File: src/rtl/uxc_pkg.sv
package uxc_pkg;

    localparam int PRE_W = 6;

    typedef struct packed {
        logic       two_stop;
        logic       mp_en;
        logic       par_en;
        logic       par_odd;
        logic [1:0] clk_sel;
    } mode_t;

    localparam int MODE_W = $bits(mode_t);

    typedef enum logic [1:0] {
        RX_IDLE,
        RX_START,
        RX_BITS
    } rx_st_e;

endpackage

File: src/rtl/uxc_baud.sv
module uxc_baud
    import uxc_pkg::*;
#(
    parameter int RATE_W = 8
) (
    input  logic              clk,
    input  logic              rst_n,
    input  logic              clr,
    input  logic [1:0]        clk_sel,
    input  logic [RATE_W-1:0] rate,
    output logic              tick
);

    typedef struct packed {
        logic [PRE_W-1:0]  pre_cnt;
        logic [RATE_W-1:0] rate_cnt;
    } baud_t;

    baud_t st_d, st_q;
    logic [PRE_W-1:0] pre_last;
    logic             pre_hit;

    always_comb begin
        pre_last = PRE_W'((7'd1 << {clk_sel, 1'b0}) - 7'd1);
        pre_hit  = (st_q.pre_cnt == pre_last);
        tick     = pre_hit && (st_q.rate_cnt == rate);
        st_d     = st_q;
        if (clr) begin
            st_d = '0;
        end else begin
            st_d.pre_cnt = pre_hit ? '0 : st_q.pre_cnt + 1'b1;
            if (pre_hit) begin
                st_d.rate_cnt = (st_q.rate_cnt == rate) ? '0 : st_q.rate_cnt + 1'b1;
            end
        end
    end

    always_ff @(posedge clk or negedge rst_n) begin
        if (!rst_n) st_q <= '0;
        else        st_q <= st_d;
    end

    AST_TICK_GAP: assert property (@(posedge clk) disable iff (!rst_n)
        (tick && !clr && (clk_sel != 2'b00 || rate != '0)) |=> !tick)
        else $error("tick period too short");

endmodule

File: src/rtl/uxc_tx.sv
module uxc_tx
    import uxc_pkg::*;
#(
    parameter int DATA_W = 8,
    parameter int OVS    = 16
) (
    input  logic              clk,
    input  logic              rst_n,
    input  logic              tick,
    input  mode_t             mode,
    input  logic              tx_valid,
    input  logic [DATA_W-1:0] tx_data,
    input  logic              tx_mpb,
    output logic              tx_ready,
    output logic              txd
);

    localparam int FRAME_W = DATA_W + 4;
    localparam int IDX_W   = $clog2(FRAME_W + 1);
    localparam int PH_W    = $clog2(OVS);

    typedef struct packed {
        logic               busy;
        logic [FRAME_W-1:0] sh;
        logic [IDX_W-1:0]   left;
        logic [PH_W-1:0]    ph;
    } tx_t;

    tx_t st_d, st_q;
    logic               has_extra;
    logic               extra_bit;
    logic [FRAME_W-1:0] frame;

    always_comb begin
        has_extra = mode.mp_en | mode.par_en;
        extra_bit = mode.mp_en ? tx_mpb : ((^tx_data) ^ mode.par_odd);
        frame            = '1;
        frame[0]         = 1'b0;
        frame[DATA_W:1]  = tx_data;
        frame[DATA_W+1]  = has_extra ? extra_bit : 1'b1;

        st_d = st_q;
        if (!st_q.busy) begin
            if (tx_valid) begin
                st_d.busy = 1'b1;
                st_d.sh   = frame;
                st_d.ph   = '0;
                st_d.left = IDX_W'(DATA_W + 2) + IDX_W'(has_extra) + IDX_W'(mode.two_stop);
            end
        end else if (tick) begin
            if (st_q.ph == PH_W'(OVS - 1)) begin
                st_d.ph   = '0;
                st_d.sh   = {1'b1, st_q.sh[FRAME_W-1:1]};
                st_d.left = st_q.left - 1'b1;
                if (st_q.left == IDX_W'(1)) st_d.busy = 1'b0;
            end else begin
                st_d.ph = st_q.ph + 1'b1;
            end
        end
    end

    always_ff @(posedge clk or negedge rst_n) begin
        if (!rst_n) st_q <= '{busy: 1'b0, sh: '1, left: '0, ph: '0};
        else        st_q <= st_d;
    end

    assign tx_ready = !st_q.busy;
    assign txd      = st_q.busy ? st_q.sh[0] : 1'b1;

    AST_TX_ACCEPT_BUSY: assert property (@(posedge clk) disable iff (!rst_n)
        (tx_valid && tx_ready) |=> !tx_ready)
        else $error("accept did not start a frame");

    AST_TX_START_LOW: assert property (@(posedge clk) disable iff (!rst_n)
        $fell(tx_ready) |-> !txd)
        else $error("frame did not begin with a start bit");

    AST_TX_LINE_ON_TICK: assert property (@(posedge clk) disable iff (!rst_n)
        (!tx_ready && $past(!tx_ready) && !$past(tick)) |-> $stable(txd))
        else $error("line moved without a tick");

endmodule

File: src/rtl/uxc_rx.sv
module uxc_rx
    import uxc_pkg::*;
#(
    parameter int DATA_W = 8,
    parameter int OVS    = 16,
    parameter int SYNC_W = 2
) (
    input  logic              clk,
    input  logic              rst_n,
    input  logic              tick,
    input  mode_t             mode,
    input  logic              rxd,
    output logic              rx_valid,
    output logic [DATA_W-1:0] rx_data,
    output logic              rx_mpb,
    output logic              rx_ferr,
    output logic              rx_perr
);

    localparam int PH_W  = $clog2(OVS);
    localparam int IDX_W = $clog2(DATA_W + 3);
    localparam logic [PH_W-1:0] PH_MID  = PH_W'(OVS / 2 - 1);
    localparam logic [PH_W-1:0] PH_LAST = PH_W'(OVS - 1);

    typedef struct packed {
        logic [SYNC_W-1:0] sync;
        rx_st_e            st;
        logic [PH_W-1:0]   ph;
        logic [IDX_W-1:0]  idx;
        logic [DATA_W-1:0] sh;
        logic              ext;
        logic              valid;
        logic [DATA_W-1:0] data;
        logic              mpb;
        logic              ferr;
        logic              perr;
    } rx_t;

    rx_t  st_d, st_q;
    logic rxs;
    logic has_extra;

    always_comb begin
        rxs       = st_q.sync[SYNC_W-1];
        has_extra = mode.mp_en | mode.par_en;
        st_d       = st_q;
        st_d.valid = 1'b0;
        st_d.sync  = {st_q.sync[SYNC_W-2:0], rxd};
        case (st_q.st)
            RX_IDLE: begin
                if (tick && !rxs) begin
                    st_d.st = RX_START;
                    st_d.ph = '0;
                end
            end
            RX_START: begin
                if (tick) begin
                    if (st_q.ph == PH_MID) begin
                        st_d.ph  = '0;
                        st_d.idx = '0;
                        st_d.st  = rxs ? RX_IDLE : RX_BITS;
                    end else begin
                        st_d.ph = st_q.ph + 1'b1;
                    end
                end
            end
            RX_BITS: begin
                if (tick) begin
                    if (st_q.ph == PH_LAST) begin
                        st_d.ph  = '0;
                        st_d.idx = st_q.idx + 1'b1;
                        if (st_q.idx < IDX_W'(DATA_W)) begin
                            st_d.sh = {rxs, st_q.sh[DATA_W-1:1]};
                        end else if (st_q.idx == IDX_W'(DATA_W) && has_extra) begin
                            st_d.ext = rxs;
                        end else begin
                            st_d.st    = RX_IDLE;
                            st_d.valid = 1'b1;
                            st_d.data  = st_q.sh;
                            st_d.ferr  = !rxs;
                            st_d.mpb   = mode.mp_en & st_q.ext;
                            st_d.perr  = mode.par_en && !mode.mp_en &&
                                         (st_q.ext != ((^st_q.sh) ^ mode.par_odd));
                        end
                    end else begin
                        st_d.ph = st_q.ph + 1'b1;
                    end
                end
            end
            default: st_d.st = RX_IDLE;
        endcase
    end

    always_ff @(posedge clk or negedge rst_n) begin
        if (!rst_n) begin
            st_q      <= '0;
            st_q.sync <= '1;
            st_q.st   <= RX_IDLE;
        end else begin
            st_q <= st_d;
        end
    end

    assign rx_valid = st_q.valid;
    assign rx_data  = st_q.data;
    assign rx_mpb   = st_q.mpb;
    assign rx_ferr  = st_q.ferr;
    assign rx_perr  = st_q.perr;

    AST_RX_ONE_PULSE: assert property (@(posedge clk) disable iff (!rst_n)
        rx_valid |=> !rx_valid)
        else $error("rx_valid held longer than one cycle");

    AST_RX_MP_NO_PERR: assert property (@(posedge clk) disable iff (!rst_n)
        (rx_valid && $past(mode.mp_en)) |-> !rx_perr)
        else $error("parity error flagged in multiprocessor format");

endmodule

File: src/rtl/uart_mode_xcvr.sv
module uart_mode_xcvr
    import uxc_pkg::*;
#(
    parameter int DATA_W = 8,
    parameter int RATE_W = 8,
    parameter int OVS    = 16
) (
    input  logic              clk,
    input  logic              rst_n,
    input  logic              reg_we,
    input  logic              reg_sel,
    input  logic [RATE_W-1:0] reg_wdata,
    input  logic              tx_valid,
    input  logic [DATA_W-1:0] tx_data,
    input  logic              tx_mpb,
    output logic              tx_ready,
    output logic              rx_valid,
    output logic [DATA_W-1:0] rx_data,
    output logic              rx_mpb,
    output logic              rx_ferr,
    output logic              rx_perr,
    output logic              txd,
    input  logic              rxd
);

    typedef struct packed {
        mode_t             mode;
        logic [RATE_W-1:0] rate;
    } cfg_t;

    cfg_t cfg_d, cfg_q;
    logic tick;

    always_comb begin
        cfg_d = cfg_q;
        if (reg_we) begin
            if (reg_sel) cfg_d.rate = reg_wdata;
            else         cfg_d.mode = mode_t'(reg_wdata[MODE_W-1:0]);
        end
    end

    always_ff @(posedge clk or negedge rst_n) begin
        if (!rst_n) cfg_q <= '0;
        else        cfg_q <= cfg_d;
    end

    uxc_baud #(.RATE_W(RATE_W)) u_baud (
        .clk     (clk),
        .rst_n   (rst_n),
        .clr     (reg_we),
        .clk_sel (cfg_q.mode.clk_sel),
        .rate    (cfg_q.rate),
        .tick    (tick)
    );

    uxc_tx #(.DATA_W(DATA_W), .OVS(OVS)) u_tx (
        .clk      (clk),
        .rst_n    (rst_n),
        .tick     (tick),
        .mode     (cfg_q.mode),
        .tx_valid (tx_valid),
        .tx_data  (tx_data),
        .tx_mpb   (tx_mpb),
        .tx_ready (tx_ready),
        .txd      (txd)
    );

    uxc_rx #(.DATA_W(DATA_W), .OVS(OVS), .SYNC_W(2)) u_rx (
        .clk      (clk),
        .rst_n    (rst_n),
        .tick     (tick),
        .mode     (cfg_q.mode),
        .rxd      (rxd),
        .rx_valid (rx_valid),
        .rx_data  (rx_data),
        .rx_mpb   (rx_mpb),
        .rx_ferr  (rx_ferr),
        .rx_perr  (rx_perr)
    );

endmodule

File: config.mk
export PLATFORM = sky130hd
export DESIGN_NAME = uart_mode_xcvr
export DESIGN_NICKNAME = d
export VERILOG_FILES = /design/src/rtl/uxc_pkg.sv /design/src/rtl/uxc_baud.sv /design/src/rtl/uxc_tx.sv /design/src/rtl/uxc_rx.sv /design/src/rtl/uart_mode_xcvr.sv
export SDC_FILE = /design/constraint.sdc
export NUM_CORES = 1
export LEC_CHECK = 0
export ABC_CLOCK_PERIOD_IN_PS = 3890
export BUFFER_PORTS_ARGS = -buffer_cell sky130_fd_sc_hd__buf_2
export CAP_MARGIN = 20
export CORE_ASPECT_RATIO = 1.1
export CORE_UTILIZATION = 60
export CTS_CLUSTER_DIAMETER = 150
export DETAILED_ROUTE_END_ITERATION = 16
export GPL_TIMING_DRIVEN = 0
export HOLD_SLACK_MARGIN = 0.08
export PLACE_DENSITY_LB_ADDON = 0.08
export SYNTH_ARGS = -nofsm -noshare
export SYNTH_HDL_FRONTEND = slang
export SYNTH_SLANG_ARGS = --single-unit
File: constraint.sdc
create_clock -name clk -period 3.89 [get_ports clk]
set_clock_uncertainty 0.15 [all_clocks]
set_input_delay 0.778 -clock clk [delete_from_list [all_inputs] [get_ports clk]]
set_output_delay 0.778 -clock clk [all_outputs]
set_load 0.01 [all_outputs]
==> results.tsv, run 1 <==
metric	value	unit
outcome	completed	
vias	3077	
r2r_slack	0.93	ns
syn_inst	385	
hold_viol	0	
synthXorXnorAreaFrac	6.16	%
tns	0	ns
synthMuxAreaShare	10.1	%
yosys.cell_types.count	61	
synth-seq-cells	82	
cts_setup_buffers	0	
netlist.area_leader.share	39.9	%
grt_max_degree	51	
power-per-cell-area	412	mW/mm^2
ir_drop	0.380	mV
synth-edff-count	0	
yosysMostFrequentCell	dfrtp_1	
max-slew-margin-rel	25.7	%
post-route-drc-count	0	
clockBufferDepth	2	
wl	8100	um
cts_made_buffers	9	
cp_max_fo	10	
initial_core_util	63.5	%
nets	469	
grt_overflow	0	
firstDrtPassIters	4	
crit_start	u_baud.st_q[3]	
yosys.area_share.adder	3.82	%
final_core_util	71.9	%
synth_nets	421	
grt_usage	24.1	%
drive_gt1_share	27.4	%
met2_usage	38.0	%
synth_compound_area_share	13.5	%
pre_cts_slack	0.978	ns
worstSetupPathType	reg2reg	
worst_pin_slew	1.09	ns
slew_viol_final	0	
area_delta_synth_final	13.1	%
clk_latency	0.36	ns
h-tree-depth	3	
dieHeight	90.4	um
yosysSeqAreaShare	48.5	%
diodes	0	
setup-violations-final	0	
fin_crit_sh	76.1	%
cts_hold_buffers	0	
antenna_found_initial	0	
place_congestion	0.837	
initialDrtViolationCount	156	
async_flop_share	100	%
place_hpwl	5630	um
antenna_left	0	
synth-simple-area-share	13.3	%
cp.required	3.99	ns
core-area	0.00671	mm^2
cts_tree	built	
rows	31	
drt-wirelength-per-cell	15.6	um
ys_warn_count	0	
p_leak	2.22	nW
synth_top_family_by_area	compound AO/OA/AOI/OAI gates	
min_period	2.96	ns
grt_pass1_wl	13500	um
reg2reg_from	u_baud.st_q[3]	
cts.repair.resized	0	
synth_top_area_cell	dfrtp_1	
synth_ff_type	dfrtp_1	
hp-class	in2async	
synth_area	0.00426	mm^2
layout.cells.non_filler	520	
use_met1	31.6	%
globalRouteMet3Util	6.26	%
yosys-top-cells-count	dfrtp_1, nand2_1, xnor2_1	
busiest_layer	met2	
path_clk_slew	0.08	ns
avgViaCountPerCell	5.92	
fmax	338	MHz
start_kind	flop	
max_cap_viol_count	0	
dieWidth	82.4	um
dieArea	0.00745	mm^2
cp_data_arrival_time	3.06	ns
grt_pass1_vias	2986	
rsz0062_at_grt	no	
clock-sinks	82	
cts-root-buf	clkbuf_8	
rr_endpoint	u_rx.rx_data[5]	
numPlacedInstances	504	
ios	37	
port_buffers	35	
reg2reg_depth	9	
setup_ws	0.932	ns
critPathCaptureType	flop	
avgSynthCellArea	11.1	um^2
netlist_top_cells_area	dfrtp_1, dfstp_2, mux2_2, xnor2_1, ha_1	
[flip-flops by register name (all words and copies together) (netlist names), 8 cells and up]
register and count:
cfg_q 14, u_tx.st_q 21, u_rx.rx_data 8, u_rx.st_q 19, u_baud.st_q 14
[through the flow]
stage	total power, W	instance area [um^2]	hold WS (ns)
after floorplan	0.00115	4260	0.195
after global placement	0.00123	4540	0.196
after detailed placement	0.00124	4580	0.199
after CTS	0.00200	4820	0.212
after global routing	0.00208	4820	0.214
final	0.00199	4820	0.210
[layer usage]
layer | wire length, um | share of wire [%] | vias to the layer above
met3 | 296 | 3.7 | 15
met5 | 0 | 0 | -
met4 | 132 | 1.6 | 0
li1 | - | - | 1472
met1 | 3690 | 46 | 1513
met2 | 3980 | 49 | 77
[worst max-delay path by stage]
stage / end / cells after the start / slack, ns
after detailed placement: u_rx.rx_data[1] / 9 / 0.98
after global routing: u_rx.st_q[30] / 7 / 0.74
after CTS: u_rx.rx_data[0] / 9 / 0.93
final: u_rx.rx_data[5] / 9 / 0.93
after floorplan: u_rx.rx_data[0] / 8 / 1.18
after global placement: u_rx.st_q[24] / 6 / 0.79
[worst max-delay path: stages, from the launching register on]
cell and delay [ns]:
dfrtp_1 0.45, xnor2_1 0.19, nand2_1 0.10, or4_1 0.50
clkbuf_1 0.21, or4_1 0.45, buf_6 0.16, nor2_4 0.15
buf_8 0.17, mux2_4 0.30
[logic make-up after synthesis]
group           count (synthesis)
buf+inv                        38
simple gates                  107
fa+ha+maj                      13
xor+xnor                       30
compound gates                 79
flops                          82
mux                            36
[report_power, final]
group	total, W	leakage [nW]	switching [W]	internal (W)
logic	0.000262	1.06	0.000144	0.000118
clock network	0.000759	0.120	0.000328	0.000432
registers	0.000967	1.05	0.0000502	0.000917
[area by class of cell]
cell class                 instances  area [um^2]
timing repair buffer              37          210
buffer                            19          121
multi-input combinational        265         2000
clock inverter                     7          124
fill                             488         1890
sequential                        82         2070
tap                               82          103
clock buffer                       9          124
inverter                          19         71.3
[cell usage in the layout (no fill, tap or decap), types with 4 or more instances in the layout]
cell      count
nor3_1        5
a21oi_1       4
a21o_1       11
dfstp_2      14
buf_2        36
xor2_1        4
nand2b_1      6
ha_1         13
xnor2_1      26
inv_1        19
dfrtp_1      68
mux2_4        8
mux2_2       23
buf_4         9
or4_1         5
nor2_1       23
o21ai_0      18
clkbuf_8      9
nand2_1      27
mux2i_1       4
nand3_1      14
clkbuf_1      7
a22o_1       10
Note: power is estimated with default switching activity, not from simulation.
==> inputs of run 2 (changes only) <==
--- a/config.mk
+++ b/config.mk
@@ -5,7 +5,7 @@
 export SDC_FILE = /design/constraint.sdc
 export NUM_CORES = 1
 export LEC_CHECK = 0
-export ABC_CLOCK_PERIOD_IN_PS = 3890
+export ABC_CLOCK_PERIOD_IN_PS = 2970
 export BUFFER_PORTS_ARGS = -buffer_cell sky130_fd_sc_hd__buf_2
 export CAP_MARGIN = 20
 export CORE_ASPECT_RATIO = 1.1
==> constraint.sdc (replaced) <==
create_clock -name clk -period 2.97 [get_ports clk]
set_clock_uncertainty 0.15 [all_clocks]
set_input_delay 0.594 -clock clk [delete_from_list [all_inputs] [get_ports clk]]
set_output_delay 0.594 -clock clk [all_outputs]
set_load 0.01 [all_outputs]
==> results.tsv, run 2 (synthesis results as in run 1) <==
metric	value	unit	change
r2r_slack	0.08	ns	-0.86 ns
ios	37		unchanged
grt_pass1_wl	13500	um	unchanged
vias	3066		-0.36%
place_hpwl	5630	um	unchanged
power-per-cell-area	539	mW/mm^2	+31%
port_buffers	35		unchanged
avgViaCountPerCell	5.90		-0.36%
switchingPower	0.000693	W	+33%
cp_top_family	simple AND/OR/NAND/NOR gates		
clock-sinks	82		unchanged
dieHeight	90.4	um	unchanged
mostFrequentLayoutCells	dfrtp_1, buf_2, nand2_1		
max-slew-margin-rel	25.4	%	-0.36 points
clk_latency	0.36	ns	about the same
hp-class	in2reg		
final_common_cell	dfrtp_1		
path_clk_slew	0.09	ns	about the same
cp_data_arrival_time	3.00	ns	-0.06 ns
grt_pass1_vias	2986		unchanged
dieWidth	82.4	um	unchanged
outcome	completed		
cpPeakStageDelay	0.59	ns	+0.09 ns
p_int	0.00193	W	+31%
diodes	0		unchanged
antenna_found_initial	0		unchanged
clockBufferDepth	2		unchanged
drt-wirelength-per-cell	15.7	um	+0.64%
top_regs	u_tx.st_q: 21 flops, u_rx.st_q: 19 flops		
p_clk_share	38.0	%	-0.2 points
ir_drop	0.499	mV	+32%
reg2reg_depth	8		-1
h-tree-depth	3		unchanged
final_cell_area	0.00486	mm^2	+0.80%
crit_start	u_baud.st_q[10]		
wl	8150	um	+0.64%
cts_setup_buffers	0		unchanged
placed_area	0.00458	mm^2	unchanged
initial_core_util	63.5	%	unchanged
worstSetupPathType	reg2reg		
reg2reg_from	u_baud.st_q[10]		
largest_reg_flops	21		unchanged
worst_pin_slew	1.09	ns	+0.00526 ns
grt_overflow	0		unchanged
area_delta_synth_final	14.1	%	
setup-violations-final	0		unchanged
top_register	u_tx.st_q		
crit_slowest_cell	or4_1		
critPathCaptureType	flop		
nets	469		unchanged
final_core_util	72.5	%	+0.58 points
hold_viol	0		unchanged
place_congestion	0.837		unchanged
slew_viol_final	0		unchanged
min_period	2.89	ns	-0.0649 ns
rr_endpoint	u_rx.rx_data[0]		
rows	31		unchanged
drive_gt1_share	28.5	%	+1.1 points
firstDrtPassIters	4		unchanged
cts_tree	built		
cts-root-buf	clkbuf_8		
fmax	346	MHz	+2.2%
p_leak	2.23	nW	+0.29%
initialDrtViolationCount	154		-1.3%
endpoint	u_rx.rx_data[0]		
cp.depth	8		-1
pre_cts_slack	0.0579	ns	-0.920 ns
p_seq_share	48.4	%	-0.2 points
cp_max_fo	10		unchanged
antenna_left	0		unchanged
grt_usage	24.1	%	unchanged
cp.required	3.07	ns	-0.92 ns
dieArea	0.00745	mm^2	unchanged
grt_max_degree	51		unchanged
max_cap_viol_count	0		unchanged
crit_chain	or4_1 -> nor2_4 -> o21ai_4 -> or4_1 -> buf_6 -> nor2_4 -> buf_8 -> mux2_4		
fin_crit_sh	97.4	%	+21 points
cts_made_buffers	9		unchanged
setup_ws	0.0764	ns	-0.855 ns
comb_power_share	13.6	%	+0.4 points
core-area	0.00671	mm^2	unchanged
post-route-drc-count	0		unchanged
start_kind	flop		
switching_share	26.5	%	+0.22 points
cp_num_buf_inv	2		-1
[run 2: how the worst min path moves through the flow]
stage | to | start | depth (start not counted)
6_report | u_rx.st_d[32] | rxd | 1
5_1_grt | u_rx.st_d[32] | rxd | 1
4_1_cts | u_rx.st_d[32] | rxd | 1
3_5_place_dp | u_rx.rxs | u_rx.st_d[32] | 0
3_3_place_gp | u_rx.rxs | u_rx.st_d[32] | 0
2_1_floorplan | cfg_q[0] | rst_n | 0
[run 2: metrics by stage]
stage / hold WS [ns] / TNS (ns) / instances / total power, W
3_3_place_gp: 0.196 / -0.133 / 502 / 0.00161
4_1_cts: 0.166 / 0 / 521 / 0.00263
6_report: 0.170 / 0 / 520 / 0.00262
5_1_grt: 0.147 / -0.000209 / 520 / 0.00274
3_5_place_dp: 0.199 / 0 / 504 / 0.00163
2_1_floorplan: 0.148 / 0 / 385 / 0.00151
[run 2: cell type report]
type	count	area, um^2
tap	82	103
timing repair buffer	38	220
clock inverter	7	124
buffer	18	118
clock buffer	9	124
fill	481	1850
sequential	82	2070
inverter	19	71.3
multi-input combinational	265	2030
[run 2: per-layer routing]
| metal | up-vias | wire length, um | GRT usage, % | share of wire, % |
|---|---|---|---|---|
| met4 | 0 | 125 | 8.77 | 1.5 |
| met5 | - | 0 | 0 | 0 |
| met1 | 1519 | 3740 | 31.6 | 46 |
| li1 | 1467 | - | - | - |
| met3 | 11 | 269 | 6.26 | 3.3 |
| met2 | 69 | 4020 | 38.0 | 49 |
[run 2: repair_timing]
item / 4_1_cts / 5_1_grt
endpoints found under the hold margin: 26 / 0
hold buffers: 1 / 0
gates resized for setup: 0 / 8
setup endpoints to repair: 0 / 26
[run 2: power groups by stage]
stage / sequential, W / combinational (W) / clock, W
floorplan: 0.00127 / 0.000243 / 0
global placement: 0.00128 / 0.000322 / 0
detailed placement: 0.00129 / 0.000340 / 0
CTS: 0.00127 / 0.000346 / 0.00102
global route: 0.00128 / 0.000395 / 0.00107
finish: 0.00127 / 0.000355 / 0.000996
